$ cat config.mk
export PLATFORM = sky130hd
export DESIGN_NAME = rdlvl_train
export DESIGN_NICKNAME = d
export VERILOG_FILES = /design/src/rtl/rdlvl_pkg.sv /design/src/rtl/rdlvl_beat_check.sv /design/src/rtl/rdlvl_window.sv /design/src/rtl/rdlvl_train.sv
export SDC_FILE = /design/constraint.sdc
export NUM_CORES = 1
export LEC_CHECK = 0
export ABC_AREA = 1
export ABC_CLOCK_PERIOD_IN_PS = 1950
export BUFFER_PORTS_ARGS = -buffer_cell sky130_fd_sc_hd__buf_2
export CAP_MARGIN = 10
export CORE_UTILIZATION = 55
export DETAILED_ROUTE_END_ITERATION = 12
export GPL_TIMING_DRIVEN = 0
export PLACE_DENSITY = 0.77
export SYNTH_ARGS = -nofsm -noshare
export SYNTH_HDL_FRONTEND = slang
export SYNTH_HIERARCHICAL = 1
export SYNTH_SLANG_ARGS = --single-unit
$ cat constraint.sdc
create_clock -name clk -period 1.95 [get_ports clk]
set_input_delay 0.2925 -clock clk [delete_from_list [all_inputs] [get_ports clk]]
set_output_delay 0.2925 -clock clk [all_outputs]
set_load 0.01 [all_outputs]
$ cat src/rtl/rdlvl_pkg.sv
package rdlvl_pkg;
    typedef enum logic [2:0] {
        ST_IDLE,
        ST_MR_ON,
        ST_RD_REQ,
        ST_RD_WAIT,
        ST_EVAL,
        ST_MR_OFF,
        ST_DONE
    } rl_state_e;

    typedef enum logic [1:0] {
        OP_NONE   = 2'b00,
        OP_MR_ON  = 2'b01,
        OP_MR_OFF = 2'b10,
        OP_READ   = 2'b11
    } rl_op_e;
endpackage

$ cat src/rtl/rdlvl_beat_check.sv
// Accumulates a mismatch flag over one burst for one lane.
module rdlvl_beat_check #(
    parameter int DQ_W   = 8,
    parameter int BEAT_W = 3
) (
    input  logic              clk,
    input  logic              rst_n,
    input  logic              clear,
    input  logic              beat_valid,
    input  logic [BEAT_W-1:0] beat_idx,
    input  logic [DQ_W-1:0]   data,
    output logic              pass
);
    logic              bad;
    logic [DQ_W-1:0]   expect_word;

    // even beats all zeros, odd beats all ones
    assign expect_word = {DQ_W{beat_idx[0]}};

    always_ff @(posedge clk or negedge rst_n) begin
        if (!rst_n) begin
            bad <= 1'b0;
        end else if (clear) begin
            bad <= 1'b0;
        end else if (beat_valid && (data != expect_word)) begin
            bad <= 1'b1;
        end
    end

    assign pass = !bad;
endmodule

$ cat src/rtl/rdlvl_window.sv
// Tracks the longest run of passing taps and its centre.
module rdlvl_window #(
    parameter int TAP_W = 5
) (
    input  logic             clk,
    input  logic             rst_n,
    input  logic             clear,
    input  logic             sample,
    input  logic [TAP_W-1:0] tap,
    input  logic             pass,
    output logic             found,
    output logic [TAP_W-1:0] centre
);
    logic [TAP_W-1:0] cur_start, best_start, run_start;
    logic [TAP_W:0]   cur_len, best_len, run_len, span;

    assign run_start = (cur_len == '0) ? tap : cur_start;
    assign run_len   = cur_len + 1'b1;

    always_ff @(posedge clk or negedge rst_n) begin
        if (!rst_n) begin
            cur_start  <= '0;
            cur_len    <= '0;
            best_start <= '0;
            best_len   <= '0;
        end else if (clear) begin
            cur_start  <= '0;
            cur_len    <= '0;
            best_start <= '0;
            best_len   <= '0;
        end else if (sample) begin
            if (pass) begin
                cur_start <= run_start;
                cur_len   <= run_len;
                // strictly longer: an earlier equal run is kept
                if (run_len > best_len) begin
                    best_start <= run_start;
                    best_len   <= run_len;
                end
            end else begin
                cur_len <= '0;
            end
        end
    end

    assign found  = (best_len != '0);
    assign span   = best_len - 1'b1;
    assign centre = found ? (best_start + span[TAP_W:1]) : '0;
endmodule

$ cat src/rtl/rdlvl_train.sv
module rdlvl_train
    import rdlvl_pkg::*;
#(
    parameter int LANES = 2,
    parameter int DQ_W  = 8,
    parameter int TAP_W = 5,
    parameter int BURST = 8
) (
    input  logic                   clk,
    input  logic                   rst_n,
    input  logic                   start,
    output logic                   cmd_valid,
    output logic [1:0]             cmd_op,
    input  logic                   cmd_ready,
    input  logic                   rd_valid,
    input  logic [LANES*DQ_W-1:0]  rd_data,
    output logic [LANES*TAP_W-1:0] rd_delay,
    output logic                   done,
    output logic [LANES-1:0]       lane_err
);
    localparam int               BEAT_W   = (BURST > 1) ? $clog2(BURST) : 1;
    localparam logic [TAP_W-1:0] TAP_MAX  = {TAP_W{1'b1}};
    localparam logic [BEAT_W-1:0] BEAT_LAST = BEAT_W'(BURST - 1);

    rl_state_e        state, state_nx;
    logic [TAP_W-1:0] tap;
    logic [BEAT_W-1:0] beat;
    logic             launch, sweeping;

    assign launch = start && ((state == ST_IDLE) || (state == ST_DONE));

    // state register
    always_ff @(posedge clk or negedge rst_n) begin
        if (!rst_n) state <= ST_IDLE;
        else        state <= state_nx;
    end

    // next state
    always_comb begin
        state_nx = state;
        unique case (state)
            ST_IDLE:    if (start) state_nx = ST_MR_ON;
            ST_MR_ON:   if (cmd_ready) state_nx = ST_RD_REQ;
            ST_RD_REQ:  if (cmd_ready) state_nx = ST_RD_WAIT;
            ST_RD_WAIT: if (rd_valid && (beat == BEAT_LAST)) state_nx = ST_EVAL;
            ST_EVAL:    state_nx = (tap == TAP_MAX) ? ST_MR_OFF : ST_RD_REQ;
            ST_MR_OFF:  if (cmd_ready) state_nx = ST_DONE;
            ST_DONE:    if (start) state_nx = ST_MR_ON;
            default:    state_nx = ST_IDLE;
        endcase
    end

    // outputs
    always_comb begin
        cmd_valid = 1'b0;
        cmd_op    = OP_NONE;
        sweeping  = 1'b0;
        done      = 1'b0;
        unique case (state)
            ST_IDLE:    ;
            ST_MR_ON:   begin cmd_valid = 1'b1; cmd_op = OP_MR_ON; sweeping = 1'b1; end
            ST_RD_REQ:  begin cmd_valid = 1'b1; cmd_op = OP_READ;  sweeping = 1'b1; end
            ST_RD_WAIT: sweeping = 1'b1;
            ST_EVAL:    sweeping = 1'b1;
            ST_MR_OFF:  begin cmd_valid = 1'b1; cmd_op = OP_MR_OFF; end
            ST_DONE:    done = 1'b1;
            default:    ;
        endcase
    end

    // tap and beat counters
    always_ff @(posedge clk or negedge rst_n) begin
        if (!rst_n) begin
            tap  <= '0;
            beat <= '0;
        end else begin
            if (launch) tap <= '0;
            else if ((state == ST_EVAL) && (tap != TAP_MAX)) tap <= tap + 1'b1;

            if (state == ST_RD_REQ) beat <= '0;
            else if ((state == ST_RD_WAIT) && rd_valid) beat <= beat + 1'b1;
        end
    end

    // per-lane judge, window and result
    for (genvar g = 0; g < LANES; g++) begin : g_lane
        logic             pass, found;
        logic [TAP_W-1:0] centre, res;
        logic             err;

        rdlvl_beat_check #(.DQ_W(DQ_W), .BEAT_W(BEAT_W)) u_chk (
            .clk       (clk),
            .rst_n     (rst_n),
            .clear     (state == ST_RD_REQ),
            .beat_valid((state == ST_RD_WAIT) && rd_valid),
            .beat_idx  (beat),
            .data      (rd_data[g*DQ_W +: DQ_W]),
            .pass      (pass)
        );

        rdlvl_window #(.TAP_W(TAP_W)) u_win (
            .clk   (clk),
            .rst_n (rst_n),
            .clear (launch),
            .sample(state == ST_EVAL),
            .tap   (tap),
            .pass  (pass),
            .found (found),
            .centre(centre)
        );

        always_ff @(posedge clk or negedge rst_n) begin
            if (!rst_n) begin
                res <= '0;
                err <= 1'b0;
            end else if (launch) begin
                res <= '0;
                err <= 1'b0;
            end else if (state == ST_MR_OFF) begin
                res <= centre;
                err <= !found;
            end
        end

        assign rd_delay[g*TAP_W +: TAP_W] = sweeping ? tap : res;
        assign lane_err[g]                = err;
    end
endmodule

==> results of run 1 <==
## registers in the layout, summed over array words and instances, names as in the netlist
| register | count |
|---|---|
| g_lane.u_win/best_len | 12 |
| g_lane.u_win/cur_len | 12 |
| g_lane.res | 10 |
| g_lane.u_win/best_start | 10 |
| g_lane.u_win/cur_start | 10 |
| tap | 5 |
| beat | 3 |
| state | 3 |
| g_lane.err | 2 |
| g_lane.u_chk/bad | 2 |
## cell families after synthesis
family / count (synthesis)
DFF: 69
AOI/OAI and AO/OA: 52
adders and majority gates: 32
xor gates and xnor gates: 16
and+or+nand+nor: 394
buffers and inverters: 146
## synth_stat cells, types with 2 or more instances
master                    count  area [um2]
sky130_fd_sc_hd__xnor2_1      5        43.8
sky130_fd_sc_hd__inv_1      116         435
sky130_fd_sc_hd__nand3_2     24         240
sky130_fd_sc_hd__o21ai_1     13        65.1
sky130_fd_sc_hd__buf_2        3        15.0
sky130_fd_sc_hd__nor2_2      16         100
sky130_fd_sc_hd__nand2_2     18         113
sky130_fd_sc_hd__nor2_1      50         188
sky130_fd_sc_hd__nand4_1     10        62.6
sky130_fd_sc_hd__nor3_1       4        20.0
sky130_fd_sc_hd__o22ai_1      2        12.5
sky130_fd_sc_hd__nand2_1    221         830
sky130_fd_sc_hd__o21ai_2      8        70.1
sky130_fd_sc_hd__buf_6        7        78.8
sky130_fd_sc_hd__inv_2       12        45.0
sky130_fd_sc_hd__a21oi_1     10        50.1
sky130_fd_sc_hd__nand3_1     36         180
sky130_fd_sc_hd__buf_4        7        52.6
sky130_fd_sc_hd__fa_1         2        40.0
sky130_fd_sc_hd__nand3_4      2        35.0
sky130_fd_sc_hd__ha_1        30         375
sky130_fd_sc_hd__o21ai_0     13        65.1
sky130_fd_sc_hd__nor2_4       7        78.8
sky130_fd_sc_hd__a21oi_2      5        43.8
sky130_fd_sc_hd__xor2_1      10        87.6
sky130_fd_sc_hd__dfrtp_1     69        1730
sky130_fd_sc_hd__nor2_8       2        40.0
sky130_fd_sc_hd__and2_0       2        12.5
## power breakdown
group | switching [mW] | internal [mW] | total (mW) | leakage (nW)
logic | 3.19 | 2.25 | 5.44 | 2.64
clock network | 0.616 | 0.595 | 1.21 | 0.0918
registers | 0.299 | 1.74 | 2.04 | 0.933
## repair_timing
action,in CTS,in global routing
endpoints found under the hold margin,17,0
setup endpoints to repair,52,60
setup buffers,29,27
hold buffers,1,0
gates resized for setup,74,97
gates cloned,1,2
pin swaps,31,44
## worst max-delay path, stage by stage (launching register included)
cell                      delay [ns]
sky130_fd_sc_hd__dfrtp_2        0.47
sky130_fd_sc_hd__inv_1          0.18
sky130_fd_sc_hd__nand3_2        0.12
sky130_fd_sc_hd__xor2_2         0.22
sky130_fd_sc_hd__ha_4           0.25
sky130_fd_sc_hd__nand2_1        0.08
sky130_fd_sc_hd__inv_1          0.07
sky130_fd_sc_hd__nor3_2         0.24
sky130_fd_sc_hd__nand3_1        0.14
sky130_fd_sc_hd__nand2_2        0.12
sky130_fd_sc_hd__nor2_4         0.06
sky130_fd_sc_hd__nand2_1        0.07
sky130_fd_sc_hd__o21ai_2        0.05
sky130_fd_sc_hd__nand2_1        0.07
sky130_fd_sc_hd__inv_2          0.03
## final cells by class
cell class                 instances  area [um2]  area share, %
buffer                            17         175           2.53
clock buffer                       9         124           1.79
clock inverter                     7        75.1           1.08
inverter                         129         498           7.19
multi-input combinational        494        3420           49.4
sequential                        69        1740           25.1
tap                              108         135           1.95
timing repair buffer              97         759           11.0
## worst min-delay path by stage
stage | from | to | slack, ns | cells after the start
floorplan | rst_n | beat[0] | -0.003 | 0
global placement | g_lane[1].u_win/cur_start[4] | g_lane[1].u_win/cur_start[4] | 0.46 | 2
detailed placement | rst_n | g_lane[1].u_win/best_len[4] | 0.19 | 1
CTS | start | g_lane[0].res[0] | 0.29 | 4
global route | start | tap[4] | 0.28 | 4
finish | start | tap[4] | 0.26 | 4
## per-layer routing
layer	up-vias	share of wire, %	global-route usage (%)
li1	2398	-	-
met1	2417	40	31.6
met2	227	50	50.6
met3	71	5.0	4.96
met4	0	5.1	13.8
met5	-	0	0
==> impl_metrics.toml, run 1 <==
[timing]
finalSetupViolCount = 29
hold_ws_ns = 0.258
slew_headroom_pct = 67.0
time_the_worst_path_needs_with_i_o_delays_and_setup_ns = 2.27
finalMaxSlewViolations = 0
worst-slew-pin-transition_ns = 0.493
tns_setup_ns = -2.70
max_freq_mhz = 441
period_share_pct = 116
setup_repair_after_global_routing_missed_its_margin = "true"
fin_ws_ns = -0.316
final_hold_violation_count = 0
timing.clock.skew_ns = 0.0208

[cells_and_area]
fin_util_pct = 77.9
fillCellCount = 557
insertedDiodeCount = 0
finalNonFillerCells = 930
design.final.nets = 870
most_common_library_cell_in_the_layout_ignoring_fill_and_taps = "sky130_fd_sc_hd__nand2_1"
stdcell_area_um2 = 6930
final_layout_size_suffix_gt1_share_pct = 42.0
synthToLayoutAreaGrowth_pct = 34.5
most_used_cells_in_the_layout_excluding_fill_and_tap_cells = "202 x sky130_fd_sc_hd__nand2_1, 88 x sky130_fd_sc_hd__inv_1, 58 x sky130_fd_sc_hd__dfrtp_1, 52 x sky130_fd_sc_hd__buf_4"

[pwr]
total_power_mw = 8.69
power.static_leakage_nw = 3.66
powerDensity_nw_per_um2 = 1250
ir_worst_vdd_mv = 0.907

[clock_tree]
tritoncts.num_buffers = 9
insertion_delay_ns = 0.36
clock_transition_at_path_regs_ns = 0.10
clock_tree.root_cell = "sky130_fd_sc_hd__clkbuf_8"
cts_num_sinks = 69
cts.path.max_buffers = 2
h_tree_levels = 3
cts_tree = "built"

[synthesis]
synth_top_family_by_area = "simple AND/OR/NAND/NOR gates"
ys_ff_latch = 69
syn_avg_cell_area_um2 = 7.27
synth_edf_count = 0
synth-compound-area-share_pct = 6.09
yosys_warnings = 6
synth_simple_gate_area_share_pct = 37.2
ys_async_sr_fraction_pct = 100
yosys.area_share.xor_xnor_pct = 2.86
syn-instance-count = 709
synth-adder-area-share_pct = 8.06
post_synth_instance_area_um2 = 5150
seq_area_frac_synth_pct = 33.5
syn_nets = 762
synth_ff_type = "sky130_fd_sc_hd__dfrtp_1"
number_of_distinct_library_cell_variants_in_the_gate_level_netlist_after_synthesis = 33
synth.mux.area_fraction_pct = 0

[job]
max_cap_viol_count = 0

[detailed_routing]
detail-route-antenna-nets = 0
route.detailed.wl_per_inst_um = 15.9
dr_total_vias = 5113
route.detailed.drc = 0
routed_via_density = 5.50
drt_pre_antenna_iters = 5
first_iter_violations = 254
routed_wl_mm = 14.8

[placed_design]
place_congestion = 0.881
hpwlAfterDp_mm = 8.74
place_area_um2 = 5520
placement.setup.worst_slack_ns = -0.324
place.detailed.instances = 854
port-buffer-count = 36

[min_path]
hold_class = "in2reg"

[global_route]
grt_max_degree = 53
first_global_vias = 4912
grt_antenna_before_repair = 0
grt_pass1_wl_mm = 21.6
gr-total-overflow = 0
grt_usage_pct = 27.9

[floorplan]
die_w_um = 98.8
io_pins = 37
dieHeight_um = 98.8
area_enclosed_by_the_die_boundary_um2 = 9760
core_um2 = 8890
placementRows = 34
floorplan.initialDensity_pct = 58.0

[worst_setup_path]
reg2regPathDepth = 14
timing.reg2reg.setup_slack_ns = -0.32
timing.rr.end = "g_lane[0].res[4]"
worst_setup_path_endpoint = "g_lane[0].res[4]"
start_kind = "register"
worst_ep_arrival_time_ns = 2.54
crit_path_start = "g_lane[0].u_win/best_len[2]"
end_kind = "register"
worstSetupPathType = "reg2reg"
worst_r2r_startpoint = "g_lane[0].u_win/best_len[2]"
crit_path_max_fanout = 4
worst_endpoint_required_time_ns = 2.22

[status]
failed_checks = "setup timing"
status = "finished with violations"
Power figures use the tool's default switching activity.
==> inputs of run 2 (changes only) <==
ABC_CLOCK_PERIOD_IN_PS = 2610   (was 1950)
PLACE_DENSITY = 0.74   (was 0.77)
SKIP_CTS_REPAIR_TIMING = 1   (was unset)
clock period = 2.61 ns   (was 1.95 ns; I/O delays follow)
==> run 2 against run 1 <==
Compared with the run above:
- the flow now finishes without violations
- utilization shrank 14 points
- register-to-register slack gained 0.65 ns
- design area decreased by 18%
- non-clock buffer count down 61
- count of clock-buffer cells in the layout grew 2
- sequential cell count unchanged
- sequential share of layout area grew 5.2 points
- sequential power fell by 26%
- wire length down 25%
- total power decreased by 41%
- global-route usage shrank 2.8 points
==> impl_metrics.toml, run 2 (synthesis results as in run 1) <==
[clock_tree]
insertion_delay_ns = 0.35
cts_tree = "built"
h_tree_levels = 3
clock_transition_at_path_regs_ns = 0.08
tritoncts.num_buffers = 9
clock_tree.root_cell = "sky130_fd_sc_hd__clkbuf_8"
cts_num_sinks = 69
cts.path.max_buffers = 2

[global_route]
grt_max_degree = 70
gr-total-overflow = 0
grt_pass1_wl_mm = 19.6
first_global_vias = 4343
grt_antenna_before_repair = 0
grt_usage_pct = 25.1

[detailed_routing]
routed_wl_mm = 11.1
detail-route-antenna-nets = 0
wl_met2_mm = 5.06
drt_pre_antenna_iters = 4
route.detailed.wl_per_inst_um = 12.8
routed_via_density = 5.15
detailroute.wirelength.met3_um = 454
dr_total_vias = 4474
top_layer_used = "met4"
first_iter_violations = 258
wl_met1_mm = 5.43
route.detailed.drc = 0

[timing]
finalMaxSlewViolations = 0
timing.clock.skew_ns = 0.0103
time_the_worst_path_needs_with_i_o_delays_and_setup_ns = 2.27
setup_repair_after_global_routing_missed_its_margin = "false"
hold_ws_ns = 0.171
slew_headroom_pct = 40.6
tns_setup_ns = 0
period_share_pct = 87.0
worst-slew-pin-transition_ns = 0.891
final_hold_violation_count = 0
max_freq_mhz = 440
finalSetupViolCount = 0
fin_ws_ns = 0.338

[status]
status = "finished clean"

[pwr]
power.static_leakage_nw = 3.24
powerDensity_nw_per_um2 = 906
ir_worst_vdd_mv = 0.681

[cells_and_area]
final_layout_size_suffix_gt1_share_pct = 21.8
synthToLayoutAreaGrowth_pct = 10.7
layout_top_registers = "g_lane.u_win/best_len: 12 flops, g_lane.u_win/cur_len: 12 flops"
insertedDiodeCount = 0
fin_util_pct = 64.2
design.final.nets = 809
most_used_cells_in_the_layout_excluding_fill_and_tap_cells = "221 x sky130_fd_sc_hd__nand2_1, 116 x sky130_fd_sc_hd__inv_1, 69 x sky130_fd_sc_hd__dfrtp_1, 50 x sky130_fd_sc_hd__nor2_1, 38 x sky130_fd_sc_hd__buf_2"
stdcell_area_um2 = 5700
most_common_library_cell_in_the_layout_ignoring_fill_and_taps = "sky130_fd_sc_hd__nand2_1"

[placed_design]
place_congestion = 0.875
placement.setup.worst_slack_ns = 0.378
hpwlAfterDp_mm = 8.30
port-buffer-count = 36
place_area_um2 = 5470

[floorplan]
placementRows = 34
die_w_um = 98.8
floorplan.initialDensity_pct = 58.0
dieHeight_um = 98.8
area_enclosed_by_the_die_boundary_um2 = 9760
core_um2 = 8890
io_pins = 37

[worst_setup_path]
start_kind = "register"
worst_ep_arrival_time_ns = 2.57
worst_r2r_startpoint = "g_lane[0].u_win/best_len[0]"
crit_path_start = "g_lane[0].u_win/best_len[0]"
worstSetupPathType = "reg2reg"
end_kind = "register"
worst_endpoint_required_time_ns = 2.91
crit_path_max_fanout = 3

[job]
max_cap_viol_count = 0

[min_path]
hold_class = "in2async"
run 2: final timing paths:
check	end	slack (ns)	depth (start not counted)
min in group clk	g_lane[0].res[0]	0.39	4
max	g_lane[0].res[4]	0.34	15
min	g_lane[1].u_win/cur_len[3]	0.17	1
max reg2reg	g_lane[0].res[4]	0.34	15
max in group asynchronous	g_lane[0].u_win/cur_len[4]	1.87	1
min reg2reg	g_lane[0].u_win/cur_start[3]	0.49	2
run 2: final cells by class:
class | instances | area, um2
clock buffers | 11 | 151
multi-input cells | 494 | 2790
clock inverters | 5 | 81.3
well taps | 108 | 135
inverters | 129 | 487
fillers | 748 | 3190
repair buffers | 36 | 183
flip-flops and latches | 69 | 1730
plain buffers | 17 | 146
run 2: where the power goes:
part | switching [mW] | internal (mW) | leakage [nW] | total (mW)
clock network | 0.428 | 0.592 | 0.116 | 1.02
logic | 1.70 | 0.936 | 2.17 | 2.64
registers | 0.215 | 1.29 | 0.950 | 1.51
run 2: layer usage:
layer	GRT usage, %	vias to the layer above
li1	-	2271
met1	34.2	2085
met2	41.3	105
met3	3.33	13
met4	8.38	0
met5	0	-
run 2: worst max-delay path: stages, from the launching register on:
cell and delay, ns:
sky130_fd_sc_hd__dfrtp_1 0.39, sky130_fd_sc_hd__inv_1 0.09, sky130_fd_sc_hd__ha_1 0.29, sky130_fd_sc_hd__inv_1 0.08, sky130_fd_sc_hd__ha_1 0.17, sky130_fd_sc_hd__inv_1 0.06
sky130_fd_sc_hd__fa_1 0.40, sky130_fd_sc_hd__nor2_1 0.15, sky130_fd_sc_hd__nor3_1 0.07, sky130_fd_sc_hd__nand3_1 0.08, sky130_fd_sc_hd__nand2_1 0.05, sky130_fd_sc_hd__nor2_1 0.15
sky130_fd_sc_hd__nand2_1 0.09, sky130_fd_sc_hd__o21ai_2 0.05, sky130_fd_sc_hd__nand2_1 0.07, sky130_fd_sc_hd__inv_2 0.04
run 2: per-stage QoR:
stage          instances  total power, mW
5_1_grt              869             5.65
2_1_floorplan        709             3.53
6_report             869             5.17
3_3_place_gp         853             4.06
3_5_place_dp         853             4.14
4_1_cts              869             5.18
